===== src/rtl/ivl_timer_pkg.sv =====
package ivl_timer_pkg;
  localparam int unsigned NUM_SEL  = 4;
  localparam int unsigned SEL_W    = $clog2(NUM_SEL);
  localparam int unsigned SHIFT_TAB [NUM_SEL] = '{0, 3, 6, 10};
  localparam int unsigned PRE_W    = 10;
  localparam int unsigned BIT_STAT = 0;
  localparam int unsigned BIT_IO   = 2;
  localparam int unsigned BIT_TMR  = 4;
endpackage


===== src/rtl/ivl_prescaler.sv =====
module ivl_prescaler
  import ivl_timer_pkg::*;
#(
  parameter int unsigned PW = PRE_W,
  parameter int unsigned SW = SEL_W
) (
  input  logic          clk,
  input  logic          rst,
  input  logic          load,
  input  logic [SW-1:0] sel,
  output logic          tick
);
  localparam int unsigned NSEL = 1 << SW;

  logic [PW-1:0] lim_tab [NSEL];
  logic [SW-1:0] sel_q;
  logic [PW-1:0] phase_q;
  logic [PW-1:0] lim_cur;

  for (genvar i = 0; i < NSEL; i++) begin : g_lim
    assign lim_tab[i] = PW'((64'(1) << SHIFT_TAB[i]) - 64'(1));
  end

  assign lim_cur = lim_tab[sel_q];
  assign tick    = (phase_q == lim_cur);

  always_ff @(posedge clk) begin
    if (rst) begin
      sel_q   <= SW'(NSEL - 1);
      phase_q <= '0;
    end else if (load) begin
      sel_q   <= sel;
      phase_q <= lim_tab[sel];
    end else if (tick) begin
      phase_q <= '0;
    end else begin
      phase_q <= phase_q + 1'b1;
    end
  end
endmodule


===== src/rtl/ivl_downcount.sv =====
module ivl_downcount #(
  parameter int unsigned CW = 8
) (
  input  logic          clk,
  input  logic          rst,
  input  logic          tick,
  input  logic          load,
  input  logic [CW-1:0] load_val,
  input  logic          rd_cnt,
  output logic [CW-1:0] cnt_q,
  output logic [CW-1:0] cnt_upd,
  output logic          flag_q,
  output logic          flag_upd,
  output logic          fast_q
);
  logic step;
  logic wrap;
  logic fast_upd;

  assign step     = fast_q | tick;
  assign wrap     = ~fast_q & tick & (cnt_q == '0);
  assign cnt_upd  = step ? cnt_q - 1'b1 : cnt_q;
  assign flag_upd = flag_q | wrap;
  assign fast_upd = fast_q | wrap;

  always_ff @(posedge clk) begin
    if (rst) begin
      cnt_q  <= '0;
      flag_q <= 1'b0;
      fast_q <= 1'b0;
    end else if (load) begin
      cnt_q  <= load_val;
      flag_q <= 1'b0;
      fast_q <= 1'b0;
    end else if (rd_cnt) begin
      cnt_q  <= cnt_upd;
      flag_q <= wrap;
      fast_q <= 1'b0;
    end else begin
      cnt_q  <= cnt_upd;
      flag_q <= flag_upd;
      fast_q <= fast_upd;
    end
  end
endmodule


===== src/rtl/ivl_regdec.sv =====
module ivl_regdec
  import ivl_timer_pkg::*;
#(
  parameter int unsigned AW = 5,
  parameter int unsigned DW = 8,
  parameter int unsigned CW = 8,
  parameter int unsigned SW = SEL_W
) (
  input  logic          clk,
  input  logic          rst,
  input  logic          cs,
  input  logic          we,
  input  logic [AW-1:0] addr,
  input  logic [CW-1:0] cnt_upd,
  input  logic          flag_upd,
  output logic          load,
  output logic [SW-1:0] sel,
  output logic          rd_cnt,
  output logic [DW-1:0] rdata
);
  logic io_hit;
  logic rd_stat;
  logic rd_other;
  logic unused_addr;

  assign unused_addr = ^addr;
  assign io_hit   = cs & addr[BIT_IO];
  assign load     = io_hit & we & addr[BIT_TMR];
  assign sel      = addr[SW-1:0];
  assign rd_cnt   = io_hit & ~we & ~addr[BIT_STAT];
  assign rd_stat  = io_hit & ~we & addr[BIT_STAT];
  assign rd_other = cs & ~we & ~addr[BIT_IO];

  always_ff @(posedge clk) begin
    if (rst) begin
      rdata <= '0;
    end else if (rd_cnt) begin
      rdata <= DW'(cnt_upd);
    end else if (rd_stat) begin
      rdata         <= '0;
      rdata[DW-1]   <= flag_upd;
    end else if (rd_other) begin
      rdata <= '0;
    end
  end
endmodule


===== src/rtl/ivl_timer.sv =====
module ivl_timer
  import ivl_timer_pkg::*;
#(
  parameter int unsigned ADDR_W = 5,
  parameter int unsigned DATA_W = 8,
  parameter int unsigned CNT_W  = 8
) (
  input  logic              clk,
  input  logic              rst,
  input  logic              cs,
  input  logic              we,
  input  logic [ADDR_W-1:0] addr,
  input  logic [DATA_W-1:0] wdata,
  output logic [DATA_W-1:0] rdata,
  output logic              irq_flag
);
  logic             load;
  logic [SEL_W-1:0] sel;
  logic             rd_cnt;
  logic             tick;
  logic [CNT_W-1:0] cnt_q;
  logic [CNT_W-1:0] cnt_upd;
  logic             flag_q;
  logic             flag_upd;
  logic             fast_q;

  ivl_regdec #(.AW(ADDR_W), .DW(DATA_W), .CW(CNT_W), .SW(SEL_W)) u_dec (
    .clk(clk), .rst(rst), .cs(cs), .we(we), .addr(addr),
    .cnt_upd(cnt_upd), .flag_upd(flag_upd),
    .load(load), .sel(sel), .rd_cnt(rd_cnt), .rdata(rdata)
  );

  ivl_prescaler #(.PW(PRE_W), .SW(SEL_W)) u_pre (
    .clk(clk), .rst(rst), .load(load), .sel(sel), .tick(tick)
  );

  ivl_downcount #(.CW(CNT_W)) u_cnt (
    .clk(clk), .rst(rst), .tick(tick), .load(load),
    .load_val(wdata[CNT_W-1:0]), .rd_cnt(rd_cnt),
    .cnt_q(cnt_q), .cnt_upd(cnt_upd), .flag_q(flag_q),
    .flag_upd(flag_upd), .fast_q(fast_q)
  );

  assign irq_flag = flag_q;
endmodule


===== config.mk =====
export PLATFORM = sky130hd
export DESIGN_NAME = ivl_timer
export DESIGN_NICKNAME = d
export VERILOG_FILES = /design/src/rtl/ivl_timer_pkg.sv /design/src/rtl/ivl_prescaler.sv /design/src/rtl/ivl_downcount.sv /design/src/rtl/ivl_regdec.sv /design/src/rtl/ivl_timer.sv
export SDC_FILE = /design/constraint.sdc
export NUM_CORES = 1
export LEC_CHECK = 0
export ABC_AREA = 0
export BUFFER_PORTS_ARGS = -buffer_cell sky130_fd_sc_hd__clkbuf_2
export CORE_MARGIN = 3
export CORE_UTILIZATION = 55
export DETAILED_ROUTE_END_ITERATION = 8
export PLACE_DENSITY_LB_ADDON = 0.05
export SYNTH_ARGS = -nofsm -noshare
export SYNTH_HDL_FRONTEND = slang
export SYNTH_SLANG_ARGS = --single-unit

===== constraint.sdc =====
create_clock -name clk -period 2.5 [get_ports clk]
set_input_delay 0.125 -clock clk [delete_from_list [all_inputs] [get_ports clk]]
set_output_delay 0.125 -clock clk [all_outputs]
set_load 0.02 [all_outputs]

==> results.env <==
OUTCOME='complete, no violations'
YOSYS.CELL_TYPES.COUNT=45
POSTCTSSETUPBUFFERS=0
CLOCK_TREE.HTREE_LEVEL_COUNT=2
LARGEST_NET_DEGREE_AT_THE_START_OF_GLOBAL_ROUTING=20
POST_SYNTH_INSTANCE_AREA_UM2=1642
FLOORPLAN.INITIALDENSITY_PCT=58.52
SYNTH_AREA_PER_CELL_UM2=8.291
FINALCRITPERIODSHARE_PCT=82.76
CTS_RESIZED=0
FMAXACHIEVABLE_GHz=0.4834
POSTPLACECELLAREA_UM2=1777
CP.REQUIRED_NS=2.74
FILLERINSTANCES=243
TOTAL_DIE_AREA_UM2=3676
DR.PASS1.ITERS=4
POST-ROUTE-UTIL_PCT=66.15
RSZ0062_AT_GRT='no'
SYN2LAYOUT_AREA_GROWTH_PCT=13.03
POST-SYNTH-TOP-COUNT-CELL='dfxtp_1'
FINALPOWER_uW=1007
GRT_FIRST_PASS_WIRELENGTH_UM=6078
SETUP-VIOLATIONS-FINAL=0
SYNTH_TOP_CELL_AREA_SHARE_PCT=36.59
CELLPOWERDENSITY_nW_PER_UM2=542.5
MAXSLEWHEADROOM_PCT=50.44
CP-START-KIND='flip-flop'
DRT-TOTAL-WL_UM=3663
GLOBALROUTEOVERFLOWTOTAL=0
CLOCK_TREE_FROM_TRITONCTS='done'
PORTBUFFERS=24
YOSYSTOPAREACELL='dfxtp_1'
PATH_CLASS='reg2reg'
CLOCK_SINK_COUNT=30
GRT_TOTAL_USAGE_PCT=21.95
CTS_STAGE_HOLD_BUFFER_COUNT=0
ANTENNA_CELLS_INSERTED=0
POST_DRT_WL_PER_CELL_UM=14.42
ENDPOINT_KIND='flip-flop'
VIA_PER_INST=6.118
LAYOUT_MIN_CYCLE_TIME_NS=2.069
POWER.LEAKAGE_uW=0.0007621
NUMCTSBUFFERS=5
POSTSYNTHCELLCOUNT=198
FINALINSTANCEAREA_UM2=1856
SLEW_VIOLATIONS=0
DRT_DRC_VIOLATIONS_LEFT=0
CTS_BUFFER_DEPTH=2
SYNTHTOPCELLSBYCOUNT='dfxtp_1 (30), nand2_1 (23), a21oi_1 (16)'
ASYNC_FLOP_SHARE_PCT=0
VIA_COUNT=1554
TNS_NS=0
CLK-INSERTION-DELAY-LATE_NS=0.33
DRT_ITER0_DRC=71
TIMING.MAX_CAP.VIOLATIONS=0
BOUNDARYPINS=26
CLK_PIN_SLEW_WORST_PATHS_NS=0.10
SYN_NETS=218
HPWLAFTERDP_UM=2624
SYNTH_TOP_CELLS_BY_AREA='dfxtp_1 (37%), nand2_1 (5.3%), a21oi_1 (4.9%)'
VDD_DROP_MAX_V=0.0003202
COUNT_OF_NETS_LEFT_WITH_ANTENNA_VIOLATIONS_AFTER_DETAIL_ROUTING=0
DIE_W_UM=60.63
SYNTH_SEQ_AREA_SHARE_PCT=36.59
FP-ROW-COUNT=19
YS.FLOP_TYPE='dfxtp_1'
FRACTION_OF_FINAL_LAYOUT_CELLS_SIZED_BEYOND_DRIVE_STRENGTH_1_PCT=20.63
DIE_HEIGHT_UM=60.63
NUMBER_OF_ANTENNA_VIOLATIONS_AT_THE_FIRST_CHECK_IN_GLOBAL_ROUTING=0
SYNTH_SEQ_CELLS=30
MAXIMUM_NET_FANOUT_ON_THE_CRITICAL_PATH=6
HOLD_PATH.CLASS='in2reg'
TIMING.FINAL.HOLD_VIOLATIONS=0
CTS_ROOT_BUFFER='clkbuf_4'
COREAREA_UM2=2805
CLOCK_SKEW_NS=0.003449
NUM-NETS-FINAL=242
GP_CONGESTION=0.7675
SYNTH-WARNING-COUNT=0
ARRIVAL_NS=2.31
POST_SYNTH_EDFFS=0
TIGHTESTPINTRANSITION_NS=0.7413
HOLD_SLACK_NS=0.01848
NUMBER_OF_GLOBAL_ROUTE_VIAS_BEFORE_REPAIR=1399
registers in the layout, summed over array words and instances (netlist names):
register and cells:
u_dec.rdata 8, u_cnt.cnt_q 8, u_pre.sel_q 2, u_pre.phase_q 10, u_cnt.flag_q 1, u_cnt.fast_q 1
through the flow:
stage | instances | worst slack (ns)
2_1_floorplan | 198 | 0.5710
3_3_place_gp | 246 | 0.5011
3_5_place_dp | 246 | 0.4572
4_1_cts | 254 | 0.4360
5_1_grt | 254 | 0.2963
6_report | 254 | 0.4311
worst max-delay path, cell delays in order (launching register included):
cell,delay [ns]
dfxtp_1,0.35
inv_1,0.14
ha_1,0.17
inv_1,0.07
or3_4,0.36
or3_4,0.34
or3_1,0.31
a311oi_1,0.25
where the power goes:
group / internal (µW) / switching (µW) / leakage [µW] / total, µW
combinational: 58.3 / 72.8 / 0.000474 / 131
sequential: 493 / 18.4 / 0.000243 / 512
clock: 192 / 172 / 0.0000446 / 364
cells by family after synthesis:
kind of cell / Yosys count / share of synthesized area, %
xor+xnor: 9 / 4.802
buf+inv: 16 / 3.964
fa+ha+maj: 3 / 2.287
compound gates: 49 / 20.81
mux: 4 / 2.744
simple gates: 87 / 28.81
flops: 30 / 36.59
routing by layer:
| layer | vias to the layer above | track usage (%) | routed length [µm] |
|---|---|---|---|
| met5 | - | 0 | 0 |
| met4 | 0 | 8.978 | 59 |
| met3 | 6 | 5.745 | 217 |
| met2 | 46 | 33.44 | 1626 |
| met1 | 717 | 29.46 | 1760 |
| li1 | 785 | - | - |
layout by cell type, fill, tap and decap left out, types with 2 or more instances in the layout:
master | Yosys | routed
nor2_1 | 11 | 11
or3_2 | 2 | 2
clkbuf_8 | 0 | 3
or4_1 | 2 | 2
and3_1 | 5 | 5
xor2_1 | 2 | 2
nand2b_1 | 4 | 4
nor4_1 | 6 | 6
nand2_1 | 23 | 23
a211oi_1 | 2 | 2
a21oi_1 | 16 | 16
a31oi_1 | 2 | 2
clkbuf_4 | 0 | 5
and4_1 | 2 | 2
nand3b_1 | 2 | 2
mux2i_1 | 3 | 3
xnor2_1 | 7 | 7
a311oi_1 | 5 | 5
or3_1 | 4 | 4
nand4_1 | 5 | 5
or3_4 | 2 | 2
nor3_1 | 6 | 6
o211ai_1 | 3 | 3
buf_4 | 1 | 2
nand3_1 | 8 | 8
o21ai_0 | 11 | 11
ha_1 | 3 | 3
inv_1 | 7 | 7
clkbuf_2 | 0 | 24
dfxtp_1 | 30 | 30
final cells by class:
type / count / area [µm²] / area share (%)
Sequential cell: 30 / 600.6 / 32.37
Inverter: 7 / 26.28 / 1.416
Timing Repair Buffer: 26 / 135.1 / 7.283
Clock buffer: 8 / 78.83 / 4.248
Multi-Input combinational cell: 152 / 975.9 / 52.60
Tap cell: 31 / 38.79 / 2.090
path summary, 6_finish.rpt:
| path | start | slack, ns | depth (start not counted) | to |
|---|---|---|---|---|
| worst min-delay path | wdata[1] | 0.02 | 3 | u_cnt.cnt_q[1] |
| worst max-delay path | u_cnt.cnt_q[0] | 0.43 | 7 | u_cnt.cnt_q[6] |
| worst max register to register | u_cnt.cnt_q[0] | 0.43 | 7 | u_cnt.cnt_q[6] |
| worst min register to register | u_dec.rdata[3] | 0.46 | 2 | u_dec.rdata[3] |
(Power assumes the default switching activity.)
